===== src/rtl/ecam_dec_pkg.sv =====
package ecam_dec_pkg;

    localparam int BUS_W  = 8;
    localparam int DEV_W  = 5;
    localparam int FUNC_W = 3;
    localparam int REG_W  = 12;
    localparam int BUS_LSB = 20;

    localparam logic [2:0] SEL_BASE   = 3'd0;
    localparam logic [2:0] SEL_TARGET = 3'd1;
    localparam logic [2:0] SEL_MASK   = 3'd2;
    localparam logic [2:0] SEL_SEC    = 3'd3;
    localparam logic [2:0] SEL_SUB    = 3'd4;

    typedef enum logic [1:0] {
        CLS_TYPE0 = 2'd0,
        CLS_TYPE1 = 2'd1,
        CLS_RANGE = 2'd2
    } bus_cls_e;

    typedef struct packed {
        logic              valid;
        logic              miss;
        logic [BUS_W-1:0]  bus;
        logic [DEV_W-1:0]  dev;
        logic [FUNC_W-1:0] func;
        logic [REG_W-1:0]  regoff;
        logic              type1;
        logic              oor;
    } dec_out_t;

endpackage


===== src/rtl/ecam_cfg_regs.sv =====
module ecam_cfg_regs
    import ecam_dec_pkg::*;
#(
    parameter int ADDR_W   = 32,
    parameter int WIN_BITS = 24
) (
    input  logic                       clk,
    input  logic                       rst_n,
    input  logic                       wr_en,
    input  logic [2:0]                 wr_sel,
    input  logic [ADDR_W-1:0]          wr_data,
    output logic [ADDR_W-WIN_BITS-1:0] base_hi,
    output logic [BUS_W-1:0]           target,
    output logic [BUS_W-1:0]           mask,
    output logic [BUS_W-1:0]           sec_bus,
    output logic [BUS_W-1:0]           sub_bus
);

    localparam int HI_W = ADDR_W - WIN_BITS;

    typedef struct packed {
        logic [HI_W-1:0]  base_hi;
        logic [BUS_W-1:0] target;
        logic [BUS_W-1:0] mask;
        logic [BUS_W-1:0] sec;
        logic [BUS_W-1:0] sub;
    } cfg_t;

    cfg_t cfg_d, cfg_q;

    logic unused_wr_bits;
    assign unused_wr_bits = ^wr_data[WIN_BITS-1:BUS_W];

    always_comb begin
        cfg_d = cfg_q;
        if (wr_en) begin
            case (wr_sel)
                SEL_BASE:   cfg_d.base_hi = wr_data[ADDR_W-1:WIN_BITS];
                SEL_TARGET: cfg_d.target  = wr_data[BUS_W-1:0];
                SEL_MASK:   cfg_d.mask    = wr_data[BUS_W-1:0];
                SEL_SEC:    cfg_d.sec     = wr_data[BUS_W-1:0];
                SEL_SUB:    cfg_d.sub     = wr_data[BUS_W-1:0];
                default:    cfg_d = cfg_q;
            endcase
        end
    end

    always_ff @(posedge clk or negedge rst_n) begin
        if (!rst_n) cfg_q <= '0;
        else        cfg_q <= cfg_d;
    end

    assign base_hi = cfg_q.base_hi;
    assign target  = cfg_q.target;
    assign mask    = cfg_q.mask;
    assign sec_bus = cfg_q.sec;
    assign sub_bus = cfg_q.sub;

endmodule


===== src/rtl/ecam_bus_compose.sv =====
module ecam_bus_compose
    import ecam_dec_pkg::*;
(
    input  logic [BUS_W-1:0] addr_bus,
    input  logic [BUS_W-1:0] target,
    input  logic [BUS_W-1:0] mask,
    input  logic [BUS_W-1:0] sec_bus,
    input  logic [BUS_W-1:0] sub_bus,
    output logic [BUS_W-1:0] bus,
    output bus_cls_e         cls
);

    for (genvar i = 0; i < BUS_W; i++) begin : g_bit
        assign bus[i] = mask[i] ? target[i] : addr_bus[i];
    end

    always_comb begin
        if (bus == sec_bus)                         cls = CLS_TYPE0;
        else if ((bus > sec_bus) && (bus <= sub_bus)) cls = CLS_TYPE1;
        else                                        cls = CLS_RANGE;
    end

endmodule


===== src/rtl/ecam_decoder.sv =====
module ecam_decoder
    import ecam_dec_pkg::*;
#(
    parameter int ADDR_W   = 32,
    parameter int WIN_BITS = 24
) (
    input  logic              clk,
    input  logic              rst_n,
    input  logic              reg_wr_en,
    input  logic [2:0]        reg_wr_sel,
    input  logic [ADDR_W-1:0] reg_wr_data,
    input  logic              req_valid,
    input  logic [ADDR_W-1:0] req_addr,
    output logic              dec_valid,
    output logic              dec_miss,
    output logic [7:0]        dec_bus,
    output logic [4:0]        dec_dev,
    output logic [2:0]        dec_func,
    output logic [11:0]       dec_reg,
    output logic              dec_type1,
    output logic              dec_oor
);

    localparam int HI_W = ADDR_W - WIN_BITS;

    logic [HI_W-1:0]  base_hi;
    logic [BUS_W-1:0] target, mask, sec_bus, sub_bus;
    logic [BUS_W-1:0] addr_bus, bus;
    bus_cls_e         cls;
    logic             hit;
    dec_out_t         dec_d, dec_q;

    ecam_cfg_regs #(.ADDR_W(ADDR_W), .WIN_BITS(WIN_BITS)) u_regs (
        .clk     (clk),
        .rst_n   (rst_n),
        .wr_en   (reg_wr_en),
        .wr_sel  (reg_wr_sel),
        .wr_data (reg_wr_data),
        .base_hi (base_hi),
        .target  (target),
        .mask    (mask),
        .sec_bus (sec_bus),
        .sub_bus (sub_bus)
    );

    for (genvar i = 0; i < BUS_W; i++) begin : g_abus
        if (BUS_LSB + i < WIN_BITS) begin : g_in
            assign addr_bus[i] = req_addr[BUS_LSB+i];
        end else begin : g_zero
            assign addr_bus[i] = 1'b0;
        end
    end

    ecam_bus_compose u_bus (
        .addr_bus (addr_bus),
        .target   (target),
        .mask     (mask),
        .sec_bus  (sec_bus),
        .sub_bus  (sub_bus),
        .bus      (bus),
        .cls      (cls)
    );

    assign hit = (req_addr[ADDR_W-1:WIN_BITS] == base_hi);

    logic unused_addr_bits;
    assign unused_addr_bits = ^req_addr[1:0];

    always_comb begin
        dec_d = '0;
        if (req_valid) begin
            if (hit) begin
                dec_d.valid  = 1'b1;
                dec_d.bus    = bus;
                dec_d.dev    = req_addr[19:15];
                dec_d.func   = req_addr[14:12];
                dec_d.regoff = {req_addr[11:2], 2'b00};
                dec_d.type1  = (cls == CLS_TYPE1);
                dec_d.oor    = (cls == CLS_RANGE);
            end else begin
                dec_d.miss = 1'b1;
            end
        end
    end

    always_ff @(posedge clk or negedge rst_n) begin
        if (!rst_n) dec_q <= '0;
        else        dec_q <= dec_d;
    end

    assign dec_valid = dec_q.valid;
    assign dec_miss  = dec_q.miss;
    assign dec_bus   = dec_q.bus;
    assign dec_dev   = dec_q.dev;
    assign dec_func  = dec_q.func;
    assign dec_reg   = dec_q.regoff;
    assign dec_type1 = dec_q.type1;
    assign dec_oor   = dec_q.oor;

endmodule


===== config.mk =====
export PLATFORM = sky130hd
export DESIGN_NAME = ecam_decoder
export DESIGN_NICKNAME = d
export VERILOG_FILES = /design/src/rtl/ecam_dec_pkg.sv /design/src/rtl/ecam_cfg_regs.sv /design/src/rtl/ecam_bus_compose.sv /design/src/rtl/ecam_decoder.sv
export SDC_FILE = /design/constraint.sdc
export NUM_CORES = 1
export LEC_CHECK = 0
export BUFFER_PORTS_ARGS = -buffer_cell sky130_fd_sc_hd__buf_2
export CAP_MARGIN = 20
export CORE_UTILIZATION = 40
export DETAILED_ROUTE_END_ITERATION = 7
export MAX_ROUTING_LAYER = met4
export PLACE_DENSITY = 0.68
export SKIP_CTS_REPAIR_TIMING = 1
export SYNTH_ARGS = -nofsm -noshare
export SYNTH_HDL_FRONTEND = slang
export SYNTH_SLANG_ARGS = --single-unit

===== constraint.sdc =====
create_clock -name clk -period 1.65 [get_ports clk]
set_clock_uncertainty 0.05 [all_clocks]
set_input_delay 0.4125 -clock clk [delete_from_list [all_inputs] [get_ports clk]]
set_output_delay 0.4125 -clock clk [all_outputs]
set_load 0.05 [all_outputs]

==> summary.txt <==
Global routing
  • Vias in the first global route: 2038
  • GR Util met3: under 10%
  • Global route hottest layer: met2
  • Initial antenna violation count: 0
  • Largest net degree at the start of global routing: 32
  • Met2 Usage GRT: between 20% and 30%
  • Total GRT Usage: between 10% and 20%
  • Remaining Overflow, GRT: 0
  • Met1 global-route usage: between 20% and 30%
  • First-pass GRT wire length: between 9 and 10 mm

Finish
  • Max FFs per register: 10
  • Post-route cell area: between 3000 and 4000 um^2
  • Diode count: 0
  • Syn-to-layout area delta: 30.1%
  • Non-Filler Instances: 443
  • Nets: around 430
  • Most common cell after layout, fill and taps aside: buf_2
  • Layout cells sized above 1: ~46%
  • Most frequent cells in the layout: buf_2, dfrtp_1, and3_1, mux2_2, inv_1

Power and ir drop
  • Sw frac: 28.8%
  • Int Power: about 3.1 mW
  • Max IR drop VDD: 0.433 mV
  • Clk network pwr share: between 20% and 30%
  • Seq pwr share: between 40% and 50%
  • Comb power frac: between 20% and 30%
  • Pwr Total: approximately 4.3 mW
  • Pwr Density: about 1100 nW/um^2
  • P_sw: between 1 and 1.5 mW
  • Leakage: 2.10 nW

Timing
  • Minimum clock period: approximately 1900 ps
  • Setup-failing EPs final: 2
  • Max Fclk: between 500 and 600 MHz
  • Hold_ws: about 240 ps
  • Final worst slack: -239 ps
  • Hold Fails Final Rpt: 0
  • Final Cycle Share: 114%
  • Slew Viols, Final: 0
  • RSZ-0062 raised after global routing: true

Critical path
  • Critical Path Fanout Max: 3
  • Crit path from: u_regs.mask[1]
  • Worst r2r src: u_regs.mask[1]
  • CP endpoint kind: flop
  • WP data arrival: between 2000 and 2500 ps
  • CP Class: reg -> reg
  • Crit start category: flop
  • CP required: approximately 1800 ps

Clock tree
  • H-tree Lvls: 3
  • Clock transition at the registers of the reported paths: around 80 ps
  • Maximum root-to-sink buffer count: 2
  • Num CTS Buffers: 9
  • Worst-skew pair later-pin latency: around 340 ps
  • Clk sink count: 70
  • TritonCTS clock tree: yes
  • CTS root buf: clkbuf_8

Place
  • RD Place Congestion: ~0.78
  • Placed inst area: 3730 um^2
  • I/O Buffers: 82
  • DP Worst Slack: -326 ps
  • DP Cell Count: between 400 and 500
  • Detailed Place HPWL: approximately 4.5 mm

Min path
  • Hold crit path type: in -> reg
  • Hold Crit Start: reg_wr_data[28]

Drt
  • Vias: 2101
  • DRT iter0 DRCs: between 70 and 80
  • DR vias/cell: ~4.7
  • Antenna viol nets, final: 0
  • Total iterations of the first detailed-routing run: 4
  • Drt total wl: slightly below 6 mm
  • Routed wire length per instance: 13.4 um
  • Remaining DRCs: 0

Floorplan
  • Core area: between 7000 and 8000 um^2
  • Starting density of the core: a little over two fifths
  • Io pins: a little over 100
  • DIE WIDTH: between 80 and 90 um
  • # rows: 31
  • Die height: between 80 and 90 um
  • Die ar.: roughly 8000 um^2

Synthesis
  • Mapped Cells: about 240
  • Yosys warns: 0
  • FF+latch count, synth: 70
  • Sequential area share after synthesis: around 57%
  • Syn Area/Cell: ~13 um^2
  • Distinct cells, synth: 34
  • Synthesized area: between 3000 and 4000 um^2

Outcome
  • Failing checks: setup timing
  • Outcome: finished with violations

Flow run
  • MaxCap Viol Count: 0
## stage by stage
step,utilization (%),TNS [ps]
2_1_floorplan,-,-200
3_3_place_gp,50.9,-565
5_1_grt,54.2,-563
4_1_cts,53.3,-424
6_report,54.2,-420
3_5_place_dp,50.9,-571
## Yosys cell counts, drive strengths merged
master	number	area (um^2)
dfrtp	70	1750
mux2	36	405
and3	25	156
ha	16	200
inv	14	52.6
nand2	13	48.8
o21ai	10	50.1
a21oi	8	40.0
xnor2	8	70.1
and2	5	32.5
nand4	5	31.3
buf	4	27.5
clkbuf	4	17.5
nor2b	4	32.5
nor2	2	17.5
nor3b	2	31.3
and2b	1	7.51
and3b	1	8.76
conb	1	3.75
mux2i	1	10.0
nand3	1	10.0
nor3	1	10.0
o211a	1	10.0
o211ai	1	7.51
o21bai	1	7.51
o22a	1	8.76
or3	1	6.26
## cell families (layout without fill, tap and decap cells)
logic type | Yosys count | in the layout | synth area share [%]
adder cells (fa/ha/maj) | 16 | 16 | 6.55
multiplexers | 37 | 37 | 13.6
other | 1 | 2 | 0.123
AND/OR/NAND/NOR | 61 | 61 | 12.9
flip-flops | 70 | 70 | 57.3
AO/OA/AOI/OAI | 22 | 22 | 4.05
XOR/XNOR | 8 | 8 | 2.29
buffers and inverters | 22 | 128 | 3.19
## power groups by stage
stage | logic (mW) | clock network (mW) | registers (mW)
finish | 1.05 | 1.21 | 2.04
global route | 1.19 | 1.32 | 2.07
floorplan | 0.618 | 0 | 2.06
CTS | 0.955 | 1.24 | 2.04
detailed placement | 0.947 | 0 | 2.08
global placement | 0.907 | 0 | 2.06
## metal layers
layer / part of all wire (%) / up-vias
met5: 0 / -
met4: 1.9 / 0
met3: 4.2 / 11
met2: 49 / 51
met1: 45 / 1019
li1: - / 1020
## worst max-delay path, stage by stage (launching register included)
cell and delay [ps]:
dfrtp_1 390, mux2_4 350, ha_4 280, nor2b_2 180, o21bai_4 70, a21oi_2 150, o21ai_2 90, o211a_1 230
## layout make-up
| cell class | instances | area, um^2 |
|---|---|---|
| Sequential cell | 70 | 1750 |
| Fill cell | 640 | 3360 |
| Multi-Input combinational cell | 146 | 1290 |
| Clock buffer | 10 | 138 |
| Tap cell | 99 | 124 |
| Inverter | 14 | 52.6 |
| Timing Repair Buffer | 98 | 583 |
| Clock inverter | 6 | 37.5 |
## final timing paths
check	endpoint	cells after the start	slack [ps]
max in group asynchronous	dec_bus[2]	3	620
worst max-delay path	dec_oor	7	-240
worst max register to register	dec_oor	7	-240
worst min register to register	u_regs.mask[6]	1	430
min in group asynchronous	u_regs.mask[4]	2	460
worst min-delay path	u_regs.base_hi[4]	2	240
(Power assumes the default switching activity.)
